`src/rtl/rvc_pkg.sv`:
```
package rvc_pkg;

    localparam int ILEN  = 32;
    localparam int CLEN  = 16;
    localparam int REG_W = 5;
    localparam int OPC_W = 7;

    localparam logic [OPC_W-1:0] OPC_LOAD   = 7'h03;
    localparam logic [OPC_W-1:0] OPC_OPIMM  = 7'h13;
    localparam logic [OPC_W-1:0] OPC_STORE  = 7'h23;
    localparam logic [OPC_W-1:0] OPC_OP     = 7'h33;
    localparam logic [OPC_W-1:0] OPC_LUI    = 7'h37;
    localparam logic [OPC_W-1:0] OPC_BRANCH = 7'h63;
    localparam logic [OPC_W-1:0] OPC_JALR   = 7'h67;
    localparam logic [OPC_W-1:0] OPC_JAL    = 7'h6f;

    localparam logic [ILEN-1:0] BREAK_WORD = 32'h0010_0073;

    typedef enum logic [1:0] {
        QUAD0     = 2'b00,
        QUAD1     = 2'b01,
        QUAD2     = 2'b10,
        QUAD_FULL = 2'b11
    } quad_e;

    typedef struct packed {
        logic [ILEN-1:0] word;
        logic            illegal;
    } xlat_t;

    // three-bit register field maps onto x8..x15
    function automatic logic [REG_W-1:0] creg(input logic [2:0] r);
        return {2'b01, r};
    endfunction

    function automatic logic [ILEN-1:0] form_i(input logic [11:0] imm,
                                               input logic [REG_W-1:0] rs1,
                                               input logic [2:0] f3,
                                               input logic [REG_W-1:0] rd,
                                               input logic [OPC_W-1:0] op);
        return {imm, rs1, f3, rd, op};
    endfunction

    function automatic logic [ILEN-1:0] form_r(input logic [6:0] f7,
                                               input logic [REG_W-1:0] rs2,
                                               input logic [REG_W-1:0] rs1,
                                               input logic [2:0] f3,
                                               input logic [REG_W-1:0] rd);
        return {f7, rs2, rs1, f3, rd, OPC_OP};
    endfunction

    function automatic logic [ILEN-1:0] form_s(input logic [11:0] imm,
                                               input logic [REG_W-1:0] rs2,
                                               input logic [REG_W-1:0] rs1);
        return {imm[11:5], rs2, rs1, 3'b010, imm[4:0], OPC_STORE};
    endfunction

endpackage

```
`src/rtl/rvc_exp_q0.sv`:
```
module rvc_exp_q0
    import rvc_pkg::*;
(
    input  logic [15:2] c_i,
    output xlat_t       res_o
);

    logic [9:0]  wide_imm;
    logic [11:0] word_off;

    assign wide_imm = {c_i[10:7], c_i[12:11], c_i[5], c_i[6], 2'b00};
    assign word_off = {5'b0, c_i[5], c_i[12:10], c_i[6], 2'b00};

    always_comb begin
        res_o.word    = '0;
        res_o.illegal = 1'b0;
        case (c_i[15:13])
            3'b000: begin
                res_o.word    = form_i({2'b00, wide_imm}, 5'd2, 3'b000,
                                       creg(c_i[4:2]), OPC_OPIMM);
                res_o.illegal = (wide_imm == '0);
            end
            3'b010: begin
                res_o.word = form_i(word_off, creg(c_i[9:7]), 3'b010,
                                    creg(c_i[4:2]), OPC_LOAD);
            end
            3'b110: begin
                res_o.word = form_s(word_off, creg(c_i[4:2]), creg(c_i[9:7]));
            end
            default: res_o.illegal = 1'b1;
        endcase
    end


    always_comb begin
        if (c_i[15:13] == 3'b000 && c_i[12:5] == 8'h00)
            addi4spn_zero_chk: assert (res_o.illegal)
                else $error("zero stack-offset add not flagged");
    end

endmodule

```
`src/rtl/rvc_exp_q1.sv`:
```
module rvc_exp_q1
    import rvc_pkg::*;
(
    input  logic [15:2] c_i,
    output xlat_t       res_o
);

    logic [11:0] simm;
    logic [11:0] sp_imm;
    logic [19:0] up_imm;
    logic [4:0]  rd_full;
    logic [4:0]  rd_p;
    logic [4:0]  rs2_p;
    logic        imm_zero;

    assign simm     = {{6{c_i[12]}}, c_i[12], c_i[6:2]};
    assign sp_imm   = {{3{c_i[12]}}, c_i[4:3], c_i[5], c_i[2], c_i[6], 4'b0000};
    assign up_imm   = {{14{c_i[12]}}, c_i[12], c_i[6:2]};
    assign rd_full  = c_i[11:7];
    assign rd_p     = creg(c_i[9:7]);
    assign rs2_p    = creg(c_i[4:2]);
    assign imm_zero = ({c_i[12], c_i[6:2]} == 6'd0);

    function automatic logic [ILEN-1:0] jump_word(input logic [15:2] c,
                                                  input logic [4:0] link);
        return {c[12], c[8], c[10:9], c[6], c[7], c[2], c[11], c[5:3],
                c[12], {8{c[12]}}, link, OPC_JAL};
    endfunction

    function automatic logic [ILEN-1:0] branch_word(input logic [15:2] c,
                                                    input logic ne);
        return {{4{c[12]}}, c[6:5], c[2], 5'd0, creg(c[9:7]),
                {2'b00, ne}, c[11:10], c[4:3], c[12], OPC_BRANCH};
    endfunction

    always_comb begin
        res_o.word    = '0;
        res_o.illegal = 1'b0;
        case (c_i[15:13])
            3'b000: res_o.word = form_i(simm, rd_full, 3'b000, rd_full, OPC_OPIMM);
            3'b001: res_o.word = jump_word(c_i, 5'd1);
            3'b010: res_o.word = form_i(simm, 5'd0, 3'b000, rd_full, OPC_OPIMM);
            3'b011: begin
                if (rd_full == 5'd2)
                    res_o.word = form_i(sp_imm, 5'd2, 3'b000, 5'd2, OPC_OPIMM);
                else
                    res_o.word = {up_imm, rd_full, OPC_LUI};
                res_o.illegal = imm_zero;
            end
            3'b100: begin
                case (c_i[11:10])
                    2'b00: begin
                        res_o.word    = form_i({7'b0000000, c_i[6:2]}, rd_p, 3'b101,
                                               rd_p, OPC_OPIMM);
                        res_o.illegal = c_i[12];
                    end
                    2'b01: begin
                        res_o.word    = form_i({7'b0100000, c_i[6:2]}, rd_p, 3'b101,
                                               rd_p, OPC_OPIMM);
                        res_o.illegal = c_i[12];
                    end
                    2'b10: res_o.word = form_i(simm, rd_p, 3'b111, rd_p, OPC_OPIMM);
                    default: begin
                        if (c_i[12]) begin
                            res_o.illegal = 1'b1;
                        end else begin
                            case (c_i[6:5])
                                2'b00:   res_o.word = form_r(7'b0100000, rs2_p, rd_p,
                                                             3'b000, rd_p);
                                2'b01:   res_o.word = form_r(7'b0, rs2_p, rd_p,
                                                             3'b100, rd_p);
                                2'b10:   res_o.word = form_r(7'b0, rs2_p, rd_p,
                                                             3'b110, rd_p);
                                default: res_o.word = form_r(7'b0, rs2_p, rd_p,
                                                             3'b111, rd_p);
                            endcase
                        end
                    end
                endcase
            end
            3'b101: res_o.word = jump_word(c_i, 5'd0);
            3'b110: res_o.word = branch_word(c_i, 1'b0);
            default: res_o.word = branch_word(c_i, 1'b1);
        endcase
    end


    always_comb begin
        if (c_i[15:13] == 3'b100 && !c_i[11] && c_i[12])
            shift_high_bit_chk: assert (res_o.illegal)
                else $error("shift amount bit 5 not flagged");
    end


    always_comb begin
        if (c_i[15:13] == 3'b011 && c_i[12] == 1'b0 && c_i[6:2] == 5'd0)
            upper_zero_chk: assert (res_o.illegal)
                else $error("zero upper/stack immediate not flagged");
    end

endmodule

```
`src/rtl/rvc_exp_q2.sv`:
```
module rvc_exp_q2
    import rvc_pkg::*;
(
    input  logic [15:2] c_i,
    output xlat_t       res_o
);

    logic [4:0]  rd_full;
    logic [4:0]  rs2_full;
    logic [11:0] ld_off;
    logic [11:0] st_off;

    assign rd_full  = c_i[11:7];
    assign rs2_full = c_i[6:2];
    assign ld_off   = {4'b0000, c_i[3:2], c_i[12], c_i[6:4], 2'b00};
    assign st_off   = {4'b0000, c_i[8:7], c_i[12:9], 2'b00};

    always_comb begin
        res_o.word    = '0;
        res_o.illegal = 1'b0;
        case (c_i[15:13])
            3'b000: begin
                res_o.word    = form_i({7'b0, rs2_full}, rd_full, 3'b001, rd_full,
                                       OPC_OPIMM);
                res_o.illegal = c_i[12];
            end
            3'b010: begin
                res_o.word    = form_i(ld_off, 5'd2, 3'b010, rd_full, OPC_LOAD);
                res_o.illegal = (rd_full == 5'd0);
            end
            3'b100: begin
                // second source decides first, destination second
                if (rs2_full != 5'd0) begin
                    res_o.word = form_r(7'b0, rs2_full, c_i[12] ? rd_full : 5'd0,
                                        3'b000, rd_full);
                end else if (!c_i[12]) begin
                    res_o.word    = form_i(12'd0, rd_full, 3'b000, 5'd0, OPC_JALR);
                    res_o.illegal = (rd_full == 5'd0);
                end else if (rd_full == 5'd0) begin
                    res_o.word = BREAK_WORD;
                end else begin
                    res_o.word = form_i(12'd0, rd_full, 3'b000, 5'd1, OPC_JALR);
                end
            end
            3'b110: res_o.word = form_s(st_off, rs2_full, 5'd2);
            default: res_o.illegal = 1'b1;
        endcase
    end


    always_comb begin
        if (c_i[15:12] == 4'b1000 && c_i[11:2] == 10'd0)
            jr_x0_chk: assert (res_o.illegal)
                else $error("jump through x0 not flagged");
    end


    always_comb begin
        if (c_i[15:12] == 4'b1001 && c_i[11:2] == 10'd0)
            break_map_chk: assert (!res_o.illegal && res_o.word == BREAK_WORD)
                else $error("breakpoint mapped wrongly");
    end

endmodule

```
`src/rtl/rvc_expander.sv`:
```
module rvc_expander
    import rvc_pkg::*;
(
    input  logic [ILEN-1:0] instr_i,
    output logic [ILEN-1:0] instr_o,
    output logic            is_compressed_o,
    output logic            illegal_o
);

    quad_e quad;
    xlat_t res_q0;
    xlat_t res_q1;
    xlat_t res_q2;
    xlat_t picked;

    assign quad = quad_e'(instr_i[1:0]);

    rvc_exp_q0 u_q0 (.c_i(instr_i[CLEN-1:2]), .res_o(res_q0));
    rvc_exp_q1 u_q1 (.c_i(instr_i[CLEN-1:2]), .res_o(res_q1));
    rvc_exp_q2 u_q2 (.c_i(instr_i[CLEN-1:2]), .res_o(res_q2));

    always_comb begin
        case (quad)
            QUAD0:   picked = res_q0;
            QUAD1:   picked = res_q1;
            QUAD2:   picked = res_q2;
            default: picked = '{word: instr_i, illegal: 1'b0};
        endcase
    end

    always_comb begin
        is_compressed_o = (quad != QUAD_FULL);
        illegal_o       = is_compressed_o && picked.illegal;
        instr_o         = illegal_o ? instr_i : picked.word;
    end


    always_comb begin
        if (instr_i[1:0] == 2'b11)
            passthru_chk: assert (instr_o == instr_i && !is_compressed_o && !illegal_o)
                else $error("full-width word altered");
    end


    always_comb begin
        if (illegal_o)
            illegal_raw_chk: assert (instr_o == instr_i && is_compressed_o)
                else $error("illegal output is not the raw word");
    end


    always_comb begin
        if (is_compressed_o && !illegal_o)
            expand_width_chk: assert (instr_o[1:0] == 2'b11)
                else $error("expansion lacks full-width opcode bits");
    end

endmodule

```
`config.mk`:
```
export PLATFORM = sky130hd
export DESIGN_NAME = rvc_expander
export DESIGN_NICKNAME = d
export VERILOG_FILES = /design/src/rtl/rvc_pkg.sv /design/src/rtl/rvc_exp_q0.sv /design/src/rtl/rvc_exp_q1.sv /design/src/rtl/rvc_exp_q2.sv /design/src/rtl/rvc_expander.sv
export SDC_FILE = /design/constraint.sdc
export NUM_CORES = 1
export LEC_CHECK = 0
export BUFFER_PORTS_ARGS = -buffer_cell sky130_fd_sc_hd__buf_2
export CAP_MARGIN = 40
export CORE_ASPECT_RATIO = 1.25
export CORE_MARGIN = 3
export CORE_UTILIZATION = 60
export DETAILED_ROUTE_END_ITERATION = 10
export PLACE_DENSITY_LB_ADDON = 0.05
export SYNTH_ARGS = -nofsm -noshare
export SYNTH_HDL_FRONTEND = slang
export SYNTH_HIERARCHICAL = 1
export SYNTH_SLANG_ARGS = --single-unit
```
`constraint.sdc`:
```
create_clock -name vclk -period 5.2
set_clock_uncertainty 0.1 [all_clocks]
set_input_delay 0.26 -clock vclk [all_inputs]
set_output_delay 0.26 -clock vclk [all_outputs]
set_load 0.005 [all_outputs]
```
After elaboration in Yosys (flattened, before gate mapping)

Cells that the tools add are included.

Equality and inequality tests: 14
Multiplexer cells: 20
Reduce and logical (&&, ||, !) cells: 11

Operator list:

| operator           | count |
|---|---|
| $pmux 32 s7        | 1 |
| $pmux 32 s4        | 1 |
| $pmux 33 s3        | 1 |
| $pmux 32 s3        | 1 |
| $pmux 31 s3        | 1 |
| $pmux 30 s3        | 1 |
| $mux 32            | 2 |
| $mux 21            | 2 |
| $mux 31            | 1 |
| $mux 29            | 1 |
| $logic_not 10->1   | 1 |
| $eq 3x3->1 const B | 3 |
| $eq 2x1->1 const B | 3 |
| $eq 2x2->1 const B | 3 |
| $eq 3x2->1 const B | 2 |
| $logic_not 2->1    | 3 |
| $logic_not 6->1    | 1 |
| $pmux 1 s2         | 3 |
| $eq 5x2->1 const B | 1 |
| $logic_not 5->1    | 1 |
| $mux 5             | 1 |
| $reduce_bool 5->1  | 1 |
| $pmux 1 s4         | 1 |
| $reduce_or 2->1    | 2 |
| other kinds (5)    | 7 |

Flip-flop bits (word level): 0
Output and inout port bits: 34
Word-level logic and storage cells: 45

Logic depth before layout (Yosys ltp)

Depth in word-level cells: 8
Gate-level depth with buffers: 9
Gate-level depth less buffers: 7

Cells and area by module

The synthesis kept the hierarchy.

By module, submodules not included:

| module       | times used | cells an instance | area each (µm²) |
|---|---|---|---|
| rvc_expander | 1          | 120               | 1122.3 |
| rvc_exp_q1   | 1          | 118               | 724.4 |
| rvc_exp_q2   | 1          | 65                | 377.9 |
| rvc_exp_q0   | 1          | 49                | 310.3 |

Least setup slack after synthesis

Ideal clock, no wire load.

Path kind: in2out
Start point: input port instr_i[8]
End point: output port instr_o[10]
Arrival time: 2.062 ns
Required time: 4.840 ns
Slack: 2.778 ns
Cell stages on the path: 8
Buffers on the path: 1
Cells stage by stage: or2_1 > or4_4 > nor4_2 > or4_1 > mux2i_2 > mux2i_4 > buf_6 > mux2_2

RTL lines:

| what               | line              | RTL |
|---|---|---|
| start: declaration | rvc_expander.sv:4 | `input logic [ILEN-1:0] instr_i,` |
| end: declaration   | rvc_expander.sv:5 | `output logic [ILEN-1:0] instr_o,` |

==> flow_metrics.tcl <==
set metrics [dict create \
    outcome "completed" \
    hp-class "primary input to primary output" \
    place.gp.congestion 0.969 \
    dp_hpwl_um 6020 \
    vias 2939 \
    fp.dieH_um 78.7 \
    p_total_mw 0.259 \
    setup_viol 0 \
    final_max_slew_viol_count 0 \
    ir_worst_vdd_mv 0.0764 \
    numPortBuffers 66 \
    synth_top_area_share 0.130 \
    syn_area_um2 2530 \
    core_region_area_um2 3910 \
    grt_pass1_vias 2863 \
    worst_setup_path_end_kind "primary output" \
    period_needed_ns 3.40 \
    ys_warn_count 6 \
    top_usage_layer "met2" \
    timing.fmax_ghz 0.294 \
    yosysUniqueCellTypes 62 \
    cpMostUsedCell "buf_2" \
    drtIter0Drc 393 \
    yosys.area.top_type "mux2i_1" \
    drt_wl_total_um 8600 \
    power_density_nw_per_um2 94.4 \
    start_util 0.648 \
    cp-start-kind "primary input" \
    viasPerCell 6.63 \
    crit_path_top_delay_cell "or4_1" \
    final.period_utilization 0.655 \
    fin_nets 423 \
    grt_pass1_wl_um 13900 \
    worstHoldPathCells 3 \
    io_pins 66 \
    syn_area_per_cell_um2 7.20 \
    grt_overflow 0 \
    critPathMaxFanout 35 \
    path_cells "buf_2 -> inv_1 -> nand2_1 -> nor2_1 -> or4_1 -> mux2i_2 -> mux2i_4 -> buf_16 -> mux2_1 -> buf_2" \
    nFlopsAndLatches 0 \
    grt_util_all_layers 0.333 \
    post_cts_buffers 0 \
    path_class "primary input to primary output" \
    min_from "instr_i[30]" \
    drc 0 \
    hold-path-endpoint "instr_o[30]" \
    syn_inst 352 \
    dr.pass1.iters 5 \
    hold_violations 0 \
    die_w_um 64.1 \
    grt_max_degree 40 \
    antenna_found_initial 0 \
    use_met2 0.574 \
    fin_setup_tns_ns 0 \
    use_met1 0.429 \
    wl_per_cell_um 19.4 \
    rsz0062_at_grt "false" \
    critical-path-top-delay-family "buffers and inverters" \
    max_cap_viol_count 0 \
    tightest_slew_ns 0.755 \
    synth_common_cells "mux2i_1 (33), o2bb2ai_1 (31), nand2_1 (30)" \
    synth_area_leaders "mux2i_1 (13%), mux2_2 (12%), o2bb2ai_1 (11%), buf_4 (5.9%), and2_1 (4.9%)" \
    cts.repair.resized 0 \
    crit_required_ns 4.84 \
    place_ws_ns 1.90 \
    cts_hold_buf 0 \
    synth.yosys.seq_area_share 0 \
    relSlewSlack 0.497 \
    critPathBufInv 4 \
    synth.most_common_cell "mux2i_1" \
    fin_hold_ws_ns 0.701 \
    worstPathArrival_ns 3.04 \
    p_leak_nw 1.25 \
    clkbuf_count 0 \
    die_area_um2 5050 \
    rows 25 \
    seq_area_um2 0 \
    fin_ws_ns 1.80 \
    areaGrowthSynthToFinish_pct 8.14 \
    drive_gt1_frac 0.301 \
    met3_usage 0.0329 \
    antennaDiodeCount 0 \
    ant_nets 0 \
    worst_path_largest_cell_delay_ns 0.54 \
]
## stage by stage
stage	instances	instance area (µm²)	util
2_1_floorplan	364	2580	-
3_5_place_dp	443	2740	0.701
6_report	443	2740	0.701
3_3_place_gp	440	2670	0.682
4_1_cts	443	2740	0.701
5_1_grt	443	2740	0.701
## cell type report
class	instances	area (µm²)
inverter	11	43.8
tap	54	67.6
multi-input combinational	309	2220
fill	344	1170
timing repair buffer	69	405
## cells in the final DEF (no fill, tap or decap), drive strengths merged, types with 2 or more instances in the layout
cell,count
nor2b,10
a21oi,18
a22o,4
buf,69
or2,2
mux2i,35
o21ai,16
o21a,3
and3,8
a21o,2
nor2,24
inv,11
a32oi,2
o2bb2ai,31
nand3,12
a211oi,2
nand2,30
mux2,31
a221o,6
nor4,4
conb,14
and2,20
or4,2
o211ai,2
nand2b,5
a31oi,4
nor3,7
## worst max-delay path by stage
stage / from / endpoint / slack [ns] / depth (start not counted)
floorplan: instr_i[8] / instr_o[10] / 2.78 / 8
global placement: instr_i[8] / instr_o[26] / 1.75 / 9
detailed placement: instr_i[15] / instr_o[4] / 1.90 / 10
CTS: instr_i[15] / instr_o[4] / 1.88 / 10
global route: instr_i[15] / instr_o[5] / 1.66 / 10
finish: instr_i[15] / instr_o[4] / 1.80 / 10
## routing by layer
metal / routed length [µm] / vias to the layer above
li1: - / 1360
met1: 3340 / 1359
met2: 4250 / 203
met3: 882 / 17
met4: 133 / 0
met5: 0 / -
## power breakdown
part           internal [mW]  switching [mW]  leakage [nW]
sequential                 0               0             0
clock                      0               0             0
combinational          0.116           0.143          1.25
## tightest hold or removal path, stage by stage
cell	delay [ns]
buf_2	0.07
mux2_1	0.11
buf_2	0.10
## kinds of logic after synthesis
kind of cell	share of synthesized area
AO/OA/AOI/OAI	0.294
buffers and inverters	0.141
multiplexers	0.282
other	0.00296
AND/OR/NAND/NOR	0.279
(Power assumes the default switching activity.)
